## src/rtl/spf_pkg.sv

```systemverilog
package spf_pkg;
    typedef enum logic [1:0] {
        ST_IDLE,
        ST_ISSUE,
        ST_DRAIN
    } spf_state_e;
endpackage

```

## src/rtl/spf_slots.sv

```systemverilog
module spf_slots #(
    parameter int DEPTH  = 4,
    parameter int ADDR_W = 32,
    parameter int DATA_W = 64,
    parameter int IDX_W  = 2
) (
    input  logic                           clk,
    input  logic                           rst_n,
    input  logic                           restart,
    input  logic [ADDR_W-1:0]              base_addr,
    input  logic                           pop,
    input  logic [IDX_W-1:0]               head_idx,
    input  logic                           fill_we,
    input  logic [IDX_W-1:0]               fill_idx,
    input  logic [DATA_W-1:0]              fill_data,
    input  logic                           issue_we,
    input  logic [IDX_W-1:0]               issue_idx,
    output logic [DEPTH-1:0][ADDR_W-1:0]   slot_addr,
    output logic [DEPTH-1:0][DATA_W-1:0]   slot_data,
    output logic [DEPTH-1:0]               slot_valid,
    output logic [DEPTH-1:0]               slot_ready,
    output logic [DEPTH-1:0]               slot_issued
);
    for (genvar i = 0; i < DEPTH; i++) begin : g_slot
        always_ff @(posedge clk) begin
            if (!rst_n) begin
                slot_addr[i]   <= '0;
                slot_data[i]   <= '0;
                slot_valid[i]  <= 1'b0;
                slot_ready[i]  <= 1'b0;
                slot_issued[i] <= 1'b0;
            end else if (restart) begin
                slot_addr[i]   <= base_addr + ADDR_W'(i + 1);
                slot_valid[i]  <= 1'b1;
                slot_ready[i]  <= 1'b0;
                slot_issued[i] <= 1'b0;
            end else if (pop && head_idx == IDX_W'(i)) begin
                slot_addr[i]   <= slot_addr[i] + ADDR_W'(DEPTH);
                slot_ready[i]  <= 1'b0;
                slot_issued[i] <= 1'b0;
            end else begin
                if (fill_we && fill_idx == IDX_W'(i)) begin
                    slot_ready[i] <= 1'b1;
                    slot_data[i]  <= fill_data;
                end
                if (issue_we && issue_idx == IDX_W'(i)) begin
                    slot_issued[i] <= 1'b1;
                end
            end
        end
    end
endmodule

```

## src/rtl/spf_issue.sv

```systemverilog
module spf_issue #(
    parameter int DEPTH   = 4,
    parameter int ADDR_W  = 32,
    parameter int IDX_W   = 2,
    parameter int EPOCH_W = 2
) (
    input  logic                          clk,
    input  logic                          rst_n,
    input  logic                          enable,
    input  logic                          restart,
    input  logic [IDX_W-1:0]              head_idx,
    input  logic [EPOCH_W-1:0]            epoch,
    input  logic [DEPTH-1:0][ADDR_W-1:0]  slot_addr,
    input  logic [DEPTH-1:0]              slot_valid,
    input  logic [DEPTH-1:0]              slot_issued,
    input  logic                          req_ready,
    output logic                          req_valid,
    output logic [ADDR_W-1:0]             req_addr,
    output logic [EPOCH_W+IDX_W-1:0]      req_tag,
    output logic                          issue_we,
    output logic [IDX_W-1:0]              issue_idx
);
    logic found;
    logic [IDX_W-1:0] pick;

    // oldest entry whose request has not yet left, scanning from the head
    always_comb begin
        int j;
        found = 1'b0;
        pick  = '0;
        for (int k = 0; k < DEPTH; k++) begin
            j = int'(head_idx) + k;
            if (j >= DEPTH) j = j - DEPTH;
            if (!found && slot_valid[j] && !slot_issued[j]) begin
                found = 1'b1;
                pick  = IDX_W'(j);
            end
        end
    end

    always_comb begin
        req_valid = enable && found;
        req_addr  = slot_addr[pick];
        req_tag   = {epoch, pick};
        issue_we  = req_valid && req_ready;
        issue_idx = pick;
    end

    // a stalled request holds its address until accepted or flushed
    a_r3_req_hold: assert property (@(posedge clk) disable iff (!rst_n)
        req_valid && !req_ready && !restart |=> req_valid && $stable(req_addr));
endmodule

```

## src/rtl/stream_prefetcher.sv

```systemverilog
module stream_prefetcher #(
    parameter int ADDR_W  = 32,
    parameter int DATA_W  = 64,
    parameter int DEPTH   = 4,
    parameter int EPOCH_W = 2,
    localparam int IDX_W  = (DEPTH > 1) ? $clog2(DEPTH) : 1,
    localparam int TAG_W  = EPOCH_W + IDX_W
) (
    input  logic              clk,
    input  logic              rst_n,
    input  logic              lk_valid,
    input  logic              lk_miss,
    input  logic [ADDR_W-1:0] lk_addr,
    output logic              pf_hit,
    output logic [DATA_W-1:0] pf_data,
    output logic              req_valid,
    input  logic              req_ready,
    output logic [ADDR_W-1:0] req_addr,
    output logic [TAG_W-1:0]  req_tag,
    input  logic              fill_valid,
    input  logic [TAG_W-1:0]  fill_tag,
    input  logic [DATA_W-1:0] fill_data
);
    import spf_pkg::*;

    spf_state_e state_q, state_d;
    logic [IDX_W-1:0]   head_q;
    logic [EPOCH_W-1:0] epoch_q;

    logic [DEPTH-1:0][ADDR_W-1:0] slot_addr;
    logic [DEPTH-1:0][DATA_W-1:0] slot_data;
    logic [DEPTH-1:0] slot_valid, slot_ready, slot_issued;

    logic head_hit, pop, restart, fill_ok, issue_we;
    logic [IDX_W-1:0] issue_idx, fill_idx;
    logic [EPOCH_W-1:0] fill_epoch;
    logic [IDX_W:0] pend_cnt;

    assign fill_idx   = fill_tag[IDX_W-1:0];
    assign fill_epoch = fill_tag[TAG_W-1:IDX_W];

    // outputs and per-cycle decisions
    always_comb begin
        head_hit = lk_valid && slot_valid[head_q] && slot_ready[head_q]
                   && slot_addr[head_q] == lk_addr;
        pf_hit   = head_hit;
        pf_data  = slot_data[head_q];
        pop      = head_hit && lk_miss;
        restart  = lk_valid && lk_miss && !head_hit;
        fill_ok  = fill_valid && !restart && fill_epoch == epoch_q
                   && int'(fill_idx) < DEPTH && slot_valid[fill_idx]
                   && slot_issued[fill_idx] && !slot_ready[fill_idx];
        pend_cnt = '0;
        for (int k = 0; k < DEPTH; k++) begin
            pend_cnt = pend_cnt + (IDX_W+1)'(slot_valid[k] && !slot_issued[k]);
        end
    end

    always_comb begin
        state_d = state_q;
        unique case (state_q)
            ST_IDLE:  if (restart) state_d = ST_ISSUE;
            ST_ISSUE: if (restart || pop) state_d = ST_ISSUE;
                      else if (issue_we && pend_cnt == (IDX_W+1)'(1)) state_d = ST_DRAIN;
            ST_DRAIN: if (restart || pop) state_d = ST_ISSUE;
            default:  state_d = ST_IDLE;
        endcase
    end

    always_ff @(posedge clk) begin
        if (!rst_n) begin
            state_q <= ST_IDLE;
            head_q  <= '0;
            epoch_q <= '0;
        end else begin
            state_q <= state_d;
            if (restart) begin
                head_q  <= '0;
                epoch_q <= epoch_q + 1'b1;
            end else if (pop) begin
                head_q <= (head_q == IDX_W'(DEPTH - 1)) ? '0 : head_q + 1'b1;
            end
        end
    end

    spf_slots #(.DEPTH(DEPTH), .ADDR_W(ADDR_W), .DATA_W(DATA_W), .IDX_W(IDX_W)) u_slots (
        .clk(clk), .rst_n(rst_n), .restart(restart), .base_addr(lk_addr),
        .pop(pop), .head_idx(head_q), .fill_we(fill_ok), .fill_idx(fill_idx),
        .fill_data(fill_data), .issue_we(issue_we), .issue_idx(issue_idx),
        .slot_addr(slot_addr), .slot_data(slot_data), .slot_valid(slot_valid),
        .slot_ready(slot_ready), .slot_issued(slot_issued)
    );

    spf_issue #(.DEPTH(DEPTH), .ADDR_W(ADDR_W), .IDX_W(IDX_W), .EPOCH_W(EPOCH_W)) u_issue (
        .clk(clk), .rst_n(rst_n), .enable(state_q == ST_ISSUE), .restart(restart),
        .head_idx(head_q), .epoch(epoch_q), .slot_addr(slot_addr),
        .slot_valid(slot_valid), .slot_issued(slot_issued), .req_ready(req_ready),
        .req_valid(req_valid), .req_addr(req_addr), .req_tag(req_tag),
        .issue_we(issue_we), .issue_idx(issue_idx)
    );

    // checker state: last line requested in the current stream
    logic [ADDR_W-1:0] chk_last;
    logic              chk_have;
    always_ff @(posedge clk) begin
        if (!rst_n) begin
            chk_last <= '0;
            chk_have <= 1'b0;
        end else if (restart) begin
            chk_last <= lk_addr;
            chk_have <= 1'b1;
        end else if (issue_we) begin
            chk_last <= req_addr;
        end
    end

    // nothing is offered or hit before the first stream
    a_r1_idle_quiet: assert property (@(posedge clk) disable iff (!rst_n)
        state_q == ST_IDLE |-> !req_valid && !pf_hit);
    // every accepted request is one line past the previous one
    a_r2_ascending: assert property (@(posedge clk) disable iff (!rst_n)
        issue_we && chk_have && !restart |-> req_addr == chk_last + 1'b1);
    // retiring an entry always leaves a request to send
    a_r5_refill: assert property (@(posedge clk) disable iff (!rst_n)
        pop |=> state_q == ST_ISSUE && req_valid);
    // a restart offers a fresh request in the next cycle
    a_r6_restart: assert property (@(posedge clk) disable iff (!rst_n)
        restart |=> req_valid && req_addr == $past(lk_addr) + 1'b1);
endmodule

```

## config.mk

```make
export PLATFORM = sky130hd
export DESIGN_NAME = stream_prefetcher
export DESIGN_NICKNAME = d
export VERILOG_FILES = /design/src/rtl/spf_pkg.sv /design/src/rtl/spf_slots.sv /design/src/rtl/spf_issue.sv /design/src/rtl/stream_prefetcher.sv
export SDC_FILE = /design/constraint.sdc
export NUM_CORES = 1
export LEC_CHECK = 0
export CAP_MARGIN = 20
export CORE_MARGIN = 2
export CORE_UTILIZATION = 57
export CTS_CLUSTER_SIZE = 20
export DETAILED_ROUTE_END_ITERATION = 8
export GPL_TIMING_DRIVEN = 0
export PLACE_DENSITY = 0.79
export REMOVE_ABC_BUFFERS = 1
export SYNTH_ARGS = -nofsm -noshare
export SYNTH_HDL_FRONTEND = slang
export SYNTH_SLANG_ARGS = --single-unit
```

## constraint.sdc

```tcl
create_clock -name clk -period 7.9 [get_ports clk]
set_input_delay 2.37 -clock clk [delete_from_list [all_inputs] [get_ports clk]]
set_output_delay 2.37 -clock clk [all_outputs]
set_load 0.02 [all_outputs]
```

==> results of run 1 <==
[report_power, final]
part	switching [mW]	total, mW	internal, mW
registers	0.0685	2.12	2.05
logic	0.269	0.455	0.186
clock network	0.877	2.07	1.19
total	1.21	4.64	3.43
[worst paths after layout]
check                           depth (start not counted)  slack [ns]                endpoint                   start
worst max-delay path                                    6        0.11                  pf_hit              lk_addr[9]
worst min-delay path                                    2        0.46  u_slots.slot_data[193]  u_slots.slot_data[193]
worst max register to register                         20        1.34  u_slots.slot_addr[118]               head_q[0]
worst min register to register                          2        0.46  u_slots.slot_data[193]  u_slots.slot_data[193]
[logic make-up (layout without fill, tap and decap cells)]
family | count (synthesis) | in the layout | synth area share, %
flops | 398 | 398 | 34.94
fa+ha+maj | 15 | 15 | 0.8559
buf+inv | 246 | 366 | 4.647
compound gates | 353 | 353 | 9.613
mux | 373 | 373 | 21.15
simple gates | 993 | 997 | 19.88
other cells | 0 | 3 | 0
xor+xnor | 232 | 232 | 8.910
[metal layers]
metal,routed length (um),up-vias,GRT usage (%),part of all wire [%]
li1,-,9394,-,-
met1,29340,10070,45.69,39
met2,34440,1171,56.35,45
met3,8436,251,7.908,11
met4,3494,2,17.16,4.6
met5,8,-,0,0.011
[registers in the layout (all words and copies together), names as in the netlist]
name and cells:
u_slots.slot_data 256, u_slots.slot_addr 127, u_slots.slot_issued 4, u_slots.slot_ready 4
epoch_q 2, head_q 2, state_q 2, u_slots.slot_valid 1
[metrics by stage]
step | cells | setup TNS [ns] | util [%]
finish | 3262 | 0 | 68.04
global route | 3260 | 0 | 68.03
CTS | 3250 | 0 | 67.69
detailed placement | 3167 | -2.766 | 63.86
global placement | 3130 | -4511.91 | 62.06
floorplan | 2398 | -1476.59 | -
[area by class of cell]
class / instances / area [um2]
diodes: 3 / 7.507
clock buffers: 63 / 1232
clock inverters: 17 / 202.7
fillers: 3133 / 12670
inverters: 34 / 133.9
multi-input cells: 1970 / 13940
flip-flops and latches: 398 / 7975
well taps: 525 / 656.9
repair buffers: 252 / 2825
[cell usage in the layout, fill, tap and decap left out, types with 8 or more instances in the layout]
cell type / n
nand2_1: 535
dfxtp_1: 396
mux2i_1: 285
clkdlybuf4s50_1: 202
xnor2_1: 131
nor2_1: 122
xor2_1: 99
o21ai_0: 91
a21oi_1: 89
mux4_2: 87
nand3_1: 76
nand4_1: 58
a211oi_1: 58
a31oi_1: 45
clkbuf_16: 45
nor3_1: 38
and3_1: 34
and2_1: 33
inv_1: 32
nor4_1: 15
and4_1: 14
o211ai_1: 14
ha_1: 14
buf_4: 14
clkbuf_1: 13
buf_16: 13
o22ai_1: 12
nand2b_1: 10
nor2b_1: 9
clkinv_2: 8
nor3b_1: 8
[critical path: cells and delay by family]
family                    cells  cell delay [ns]
AOI/OAI and AO/OA             1             0.46
buffers and inverters         2             1.80
and+or+nand+nor               2             0.52
xor gates and xnor gates      1             0.26
[timing repair]
item	4_1_cts	5_1_grt
gates cloned	2	3
pin swaps	2	2
gates resized for setup	6	11
setup endpoints to repair	35	27
setup buffers	1	4
==> flow_metrics.py, run 1 <==
metrics = {
    "floorplanning": {
        "ios": 208,
        "fp.dieH_um": 204.0,
        "rows": 73,
        "core_area_um2": 39640,
        "die-area_um2": 41620,
        "initial_core_util_pct": 57.53,
        "die_w_um": 204.0,
    },
    "logic_synthesis": {
        "synth_area_per_cell_um2": 8.737,
        "synth_most_common_cell": "nand2_1",
        "ys_ff_latch": 398,
        "synth_common_cells": "nand2_1, dfxtp_1, mux2i_1",
        "ys_seq_area_share_pct": 34.94,
        "synth-edff-count": 0,
        "synth_area_leader_cell": "dfxtp_1",
        "yosysWarnings": 0,
        "async_flop_share_pct": 0,
        "netlist_area_um2": 22800,
        "yosysTopAreaCellShare_pct": 34.94,
        "synthFlopType": "dfxtp_1",
        "synth_cell_type_count": 67,
        "synth_area_leaders": "dfxtp_1, mux2i_1, nand2_1, mux4_2, xnor2_1",
        "postSynthCellCount": 2610,
    },
    "min_path": {
        "hold_path_class": "flop to flop",
    },
    "drt": {
        "finalWirelength_um": 75720,
        "vias": 20890,
        "drc_errors": 0,
        "first_pass_iters": 8,
        "wire_per_inst_um": 23.21,
        "detail-route-antenna-nets": 0,
        "initialDrtViolationCount": 2300,
        "viasPerCell": 6.403,
    },
    "pwr": {
        "peakVddDrop_v": 0.0001742,
        "leakage_nw": 10.34,
        "powerDensity_nw_per_um2": 172.0,
        "total_power_mw": 4.640,
    },
    "sta": {
        "hold-worst-slack_ns": 0.4551,
        "hold_viol_final": 0,
        "max_freq_ghz": 0.1283,
        "tightest_slew_ns": 1.190,
        "slew_headroom_pct": 20.40,
        "finClkSkew_ns": 0.02608,
        "min_period_ns": 7.791,
        "setup_viol": 0,
        "rsz0062_at_grt": "no",
        "slew_viol_final": 0,
        "layout_setup_ws_ns": 0.1086,
        "finalCritPeriodShare_pct": 98.62,
    },
    "place": {
        "place_area_um2": 25310,
        "io_buffers": 207,
        "place_ws_ns": -0.7540,
        "hpwl_um": 51470,
        "globalplace.congestion": 0.9884,
    },
    "worst_setup_path": {
        "path_class": "primary input to primary output",
        "worst_ep_arrival_time_ns": 5.42,
        "crit_chain": "clkdlybuf4s50_1, xor2_2, a2111oi_4, and2_1, and3_1, clkdlybuf4s50_1",
        "start_kind": "primary input",
        "cp_common_cell": "clkdlybuf4s50_1",
        "slowest_delay_ns": 1.15,
        "crit_slowest_cell": "clkdlybuf4s50_1",
        "end_kind": "primary output",
        "cp_max_fo": 18,
        "required_ns": 5.53,
    },
    "job": {
        "drv_cap": 0,
    },
    "global_routing": {
        "antenna_found_initial": 3,
        "overflow": 0,
        "grt_max_degree": 152,
        "grt_pass1_wl_um": 115200,
        "grtUsageTotal_pct": 35.43,
        "grt_pass1_vias": 20600,
    },
    "cts": {
        "clk_pin_slew_ns": 0.06,
        "htreeDepth": 2,
        "cts-root-buf": "clkbuf_16",
        "cts_sinks": 398,
        "numCtsBuffers": 44,
        "clock_latency_ns": 0.59,
        "clockBufferDepth": 3,
        "tritoncts": "done",
        "cts_hold_buf": 0,
    },
    "finish": {
        "drive_gt1_share_pct": 8.778,
        "synthToLayoutAreaGrowth_pct": 18.27,
        "final_area_um2": 26970,
        "nNetsFinal": 2821,
    },
    "outcome": {
        "outcome": "finished, final reports clean",
    },
}
Note: power is estimated with default switching activity, not from simulation.
==> inputs of run 2 (changes only) <==
--- a/config.mk
+++ b/config.mk
@@ -15,4 +15,5 @@
 export REMOVE_ABC_BUFFERS = 1
 export SYNTH_ARGS = -nofsm -noshare
 export SYNTH_HDL_FRONTEND = slang
+export SYNTH_HIERARCHICAL = 1
 export SYNTH_SLANG_ARGS = --single-unit
==> constraint.sdc (replaced) <==
create_clock -name clk -period 9.9 [get_ports clk]
set_input_delay 2.97 -clock clk [delete_from_list [all_inputs] [get_ports clk]]
set_output_delay 2.97 -clock clk [all_outputs]
set_load 0.02 [all_outputs]
==> run 2 against run 1 <==
Against the previous run: clock power fell by 20%; global-route usage up 0.50 points; first-iteration DRC count grew 26%; count of clock-buffer cells in the layout is 2 higher; cell count increased by 3.2%; hold slack got worse by 0.0033 ns; non-clock buffer count fell by 4; sequential power down 20%; die area is 1.5% lower; sequential cell count rose by 1; cell area fell by 1.6%.
==> flow_metrics.py, run 2 <==
metrics = {
    "cts": {
        "numCtsBuffers": 44,
        "cts_resized": 0,
        "clk_pin_slew_ns": 0.06,
        "cts_sinks": 399,
        "cts_hold_buf": 0,
        "cts-root-buf": "clkbuf_16",
        "post_cts_buffers": 0,
        "clock_latency_ns": 0.60,
        "tritoncts": "done",
        "htreeDepth": 2,
        "clockBufferDepth": 3,
    },
    "global_routing": {
        "grt_max_degree": 129,
        "antenna_found_initial": 3,
        "grt_pass1_vias": 21130,
        "overflow": 0,
        "grt_pass1_wl_um": 116300,
        "grtUsageTotal_pct": 35.93,
    },
    "worst_setup_path": {
        "end_kind": "primary output",
        "required_ns": 6.93,
        "worstReg2RegStart": "head_q[0]",
        "path_class": "primary input to primary output",
        "cp_max_fo": 11,
        "crit_slowest_cell": "clkdlybuf4s50_1",
        "startpoint": "lk_addr[12]",
        "worst_ep_arrival_time_ns": 6.00,
        "cp_common_cell": "clkdlybuf4s50_1",
        "start_kind": "primary input",
        "slowest_delay_ns": 0.79,
        "crit_chain": "clkdlybuf4s50_1, xnor2_1, nand4_1, nor3_1, nand3_1, inv_1, clkdlybuf4s50_1",
        "r2r_slack_ns": 2.73,
    },
    "floorplanning": {
        "ios": 208,
        "rows": 72,
        "core_area_um2": 38740,
        "die-area_um2": 41010,
        "initial_core_util_pct": 57.98,
        "fp.dieH_um": 202.5,
        "die_w_um": 202.5,
    },
    "logic_synthesis": {
        "yosysWarnings": 6,
        "yosysTopAreaCellShare_pct": 35.57,
        "netlist_area_um2": 22460,
        "synthFlopType": "dfxtp_1",
        "synth_common_cells": "nand2_1, dfxtp_1, a21oi_1",
        "synth_area_leader_cell": "dfxtp_1",
        "async_flop_share_pct": 0,
        "synth_cell_type_count": 80,
        "synth_area_per_cell_um2": 8.212,
        "ys_ff_latch": 399,
        "postSynthCellCount": 2735,
        "synth-edff-count": 0,
        "synth_most_common_cell": "nand2_1",
        "synth_area_leaders": "dfxtp_1, nand2_1, mux4_2, a21oi_1, xnor2_1",
        "ys_seq_area_share_pct": 35.57,
    },
    "sta": {
        "tightest_slew_ns": 1.170,
        "min_period_ns": 8.974,
        "rsz0062_at_grt": "no",
        "setup_viol": 0,
        "finClkSkew_ns": 0.01799,
        "layout_setup_ws_ns": 0.9255,
        "hold_viol_final": 0,
        "slew_viol_final": 0,
        "hold-worst-slack_ns": 0.4518,
        "max_freq_ghz": 0.1114,
        "slew_headroom_pct": 21.67,
        "finalSetupTns_ns": 0,
        "finalCritPeriodShare_pct": 90.65,
    },
    "finish": {
        "nNetsFinal": 2934,
        "final_common_cell": "nand2_1",
        "layout_common_cells": "nand2_1, dfxtp_1, a21oi_1",
        "largestRegisters": "u_slots/slot_data x256, u_slots/slot_addr x128",
        "multi_input_area_um2": 13450,
        "synthToLayoutAreaGrowth_pct": 18.17,
        "fillers": 3025,
        "regMostFlops": "u_slots/slot_data",
        "largest_reg_flops": 256,
        "seq_area_um2": 7995,
        "drive_gt1_share_pct": 9.733,
    },
    "drt": {
        "vias": 21760,
        "wire_per_inst_um": 22.47,
        "viasPerCell": 6.463,
        "drc_errors": 0,
        "first_pass_iters": 6,
        "initialDrtViolationCount": 2895,
        "finalWirelength_um": 75660,
        "detail-route-antenna-nets": 0,
    },
    "pwr": {
        "total_power_mw": 3.880,
        "p_int_mw": 2.817,
        "leakage_nw": 8.419,
        "switching_share_pct": 27.40,
        "power_frac_comb_pct": 13.7,
        "powerDensity_nw_per_um2": 146.2,
        "p_sw_mw": 1.063,
        "seqPwrFrac_pct": 43.9,
        "peakVddDrop_v": 0.0001440,
        "clockPowerShare_pct": 42.5,
    },
    "place": {
        "hpwl_um": 50790,
        "place_ws_ns": 0.8915,
        "io_buffers": 207,
        "globalplace.congestion": 0.9772,
    },
    "min_path": {
        "min_from": "u_slots/slot_data[59]",
        "hold_path_class": "flop to flop",
    },
    "outcome": {
        "outcome": "finished, final reports clean",
    },
    "job": {
        "drv_cap": 0,
    },
}
-- run 2: cell type report --
class	count	area share, %
multi-input combinational	2097	50.68
sequential	399	30.13
timing repair buffer	248	10.92
clock buffer	65	4.979
tap	518	2.442
clock inverter	11	0.4337
inverter	26	0.3960
antenna	3	0.02829
-- run 2: final timing paths --
path / end / depth (start not counted)
max reg2reg: u_slots/slot_addr[127] / 15
max: pf_hit / 7
min: u_slots/slot_data[59] / 2
min reg2reg: u_slots/slot_data[59] / 2
-- run 2: critical path: cells and delay by family --
kind | cells | cell delay (ns)
xor gates and xnor gates | 1 | 0.47
buffers and inverters | 3 | 1.47
and+or+nand+nor | 3 | 1.09
-- run 2: through the flow --
stage / instances / util, % / cell area [um2]
3_3_place_gp: 3247 / 62.43 / 24180
3_5_place_dp: 3287 / 64.75 / 25080
2_1_floorplan: 2522 / - / 21460
5_1_grt: 3365 / 68.50 / 26530
6_report: 3367 / 68.51 / 26540
4_1_cts: 3363 / 68.46 / 26520
-- run 2: power by group through the flow --
stage,clock (mW),sequential [mW],combinational (mW)
after floorplan,0,1.71,0.282
after global placement,0,1.73,0.498
after detailed placement,0,1.73,0.516
after CTS,1.66,1.70,0.519
after global routing,1.73,1.70,0.559
final,1.65,1.70,0.531
-- run 2: kinds of logic after synthesis --
family / Yosys count / synth area share, %
compound gates: 519 / 14.60
xor+xnor: 246 / 9.593
fa+ha+maj: 12 / 0.7019
buf+inv: 239 / 4.875
flops: 399 / 35.57
mux: 112 / 10.30
simple gates: 1208 / 24.36
-- run 2: routing by layer --
layer  vias up  share of wire, %  track usage [%]
li1       9747                 -                -
met2      1340                45            55.45
met1     10390                37            45.11
met4         0               5.5            19.73
met3       285                13            10.87
met5         -                 0                0
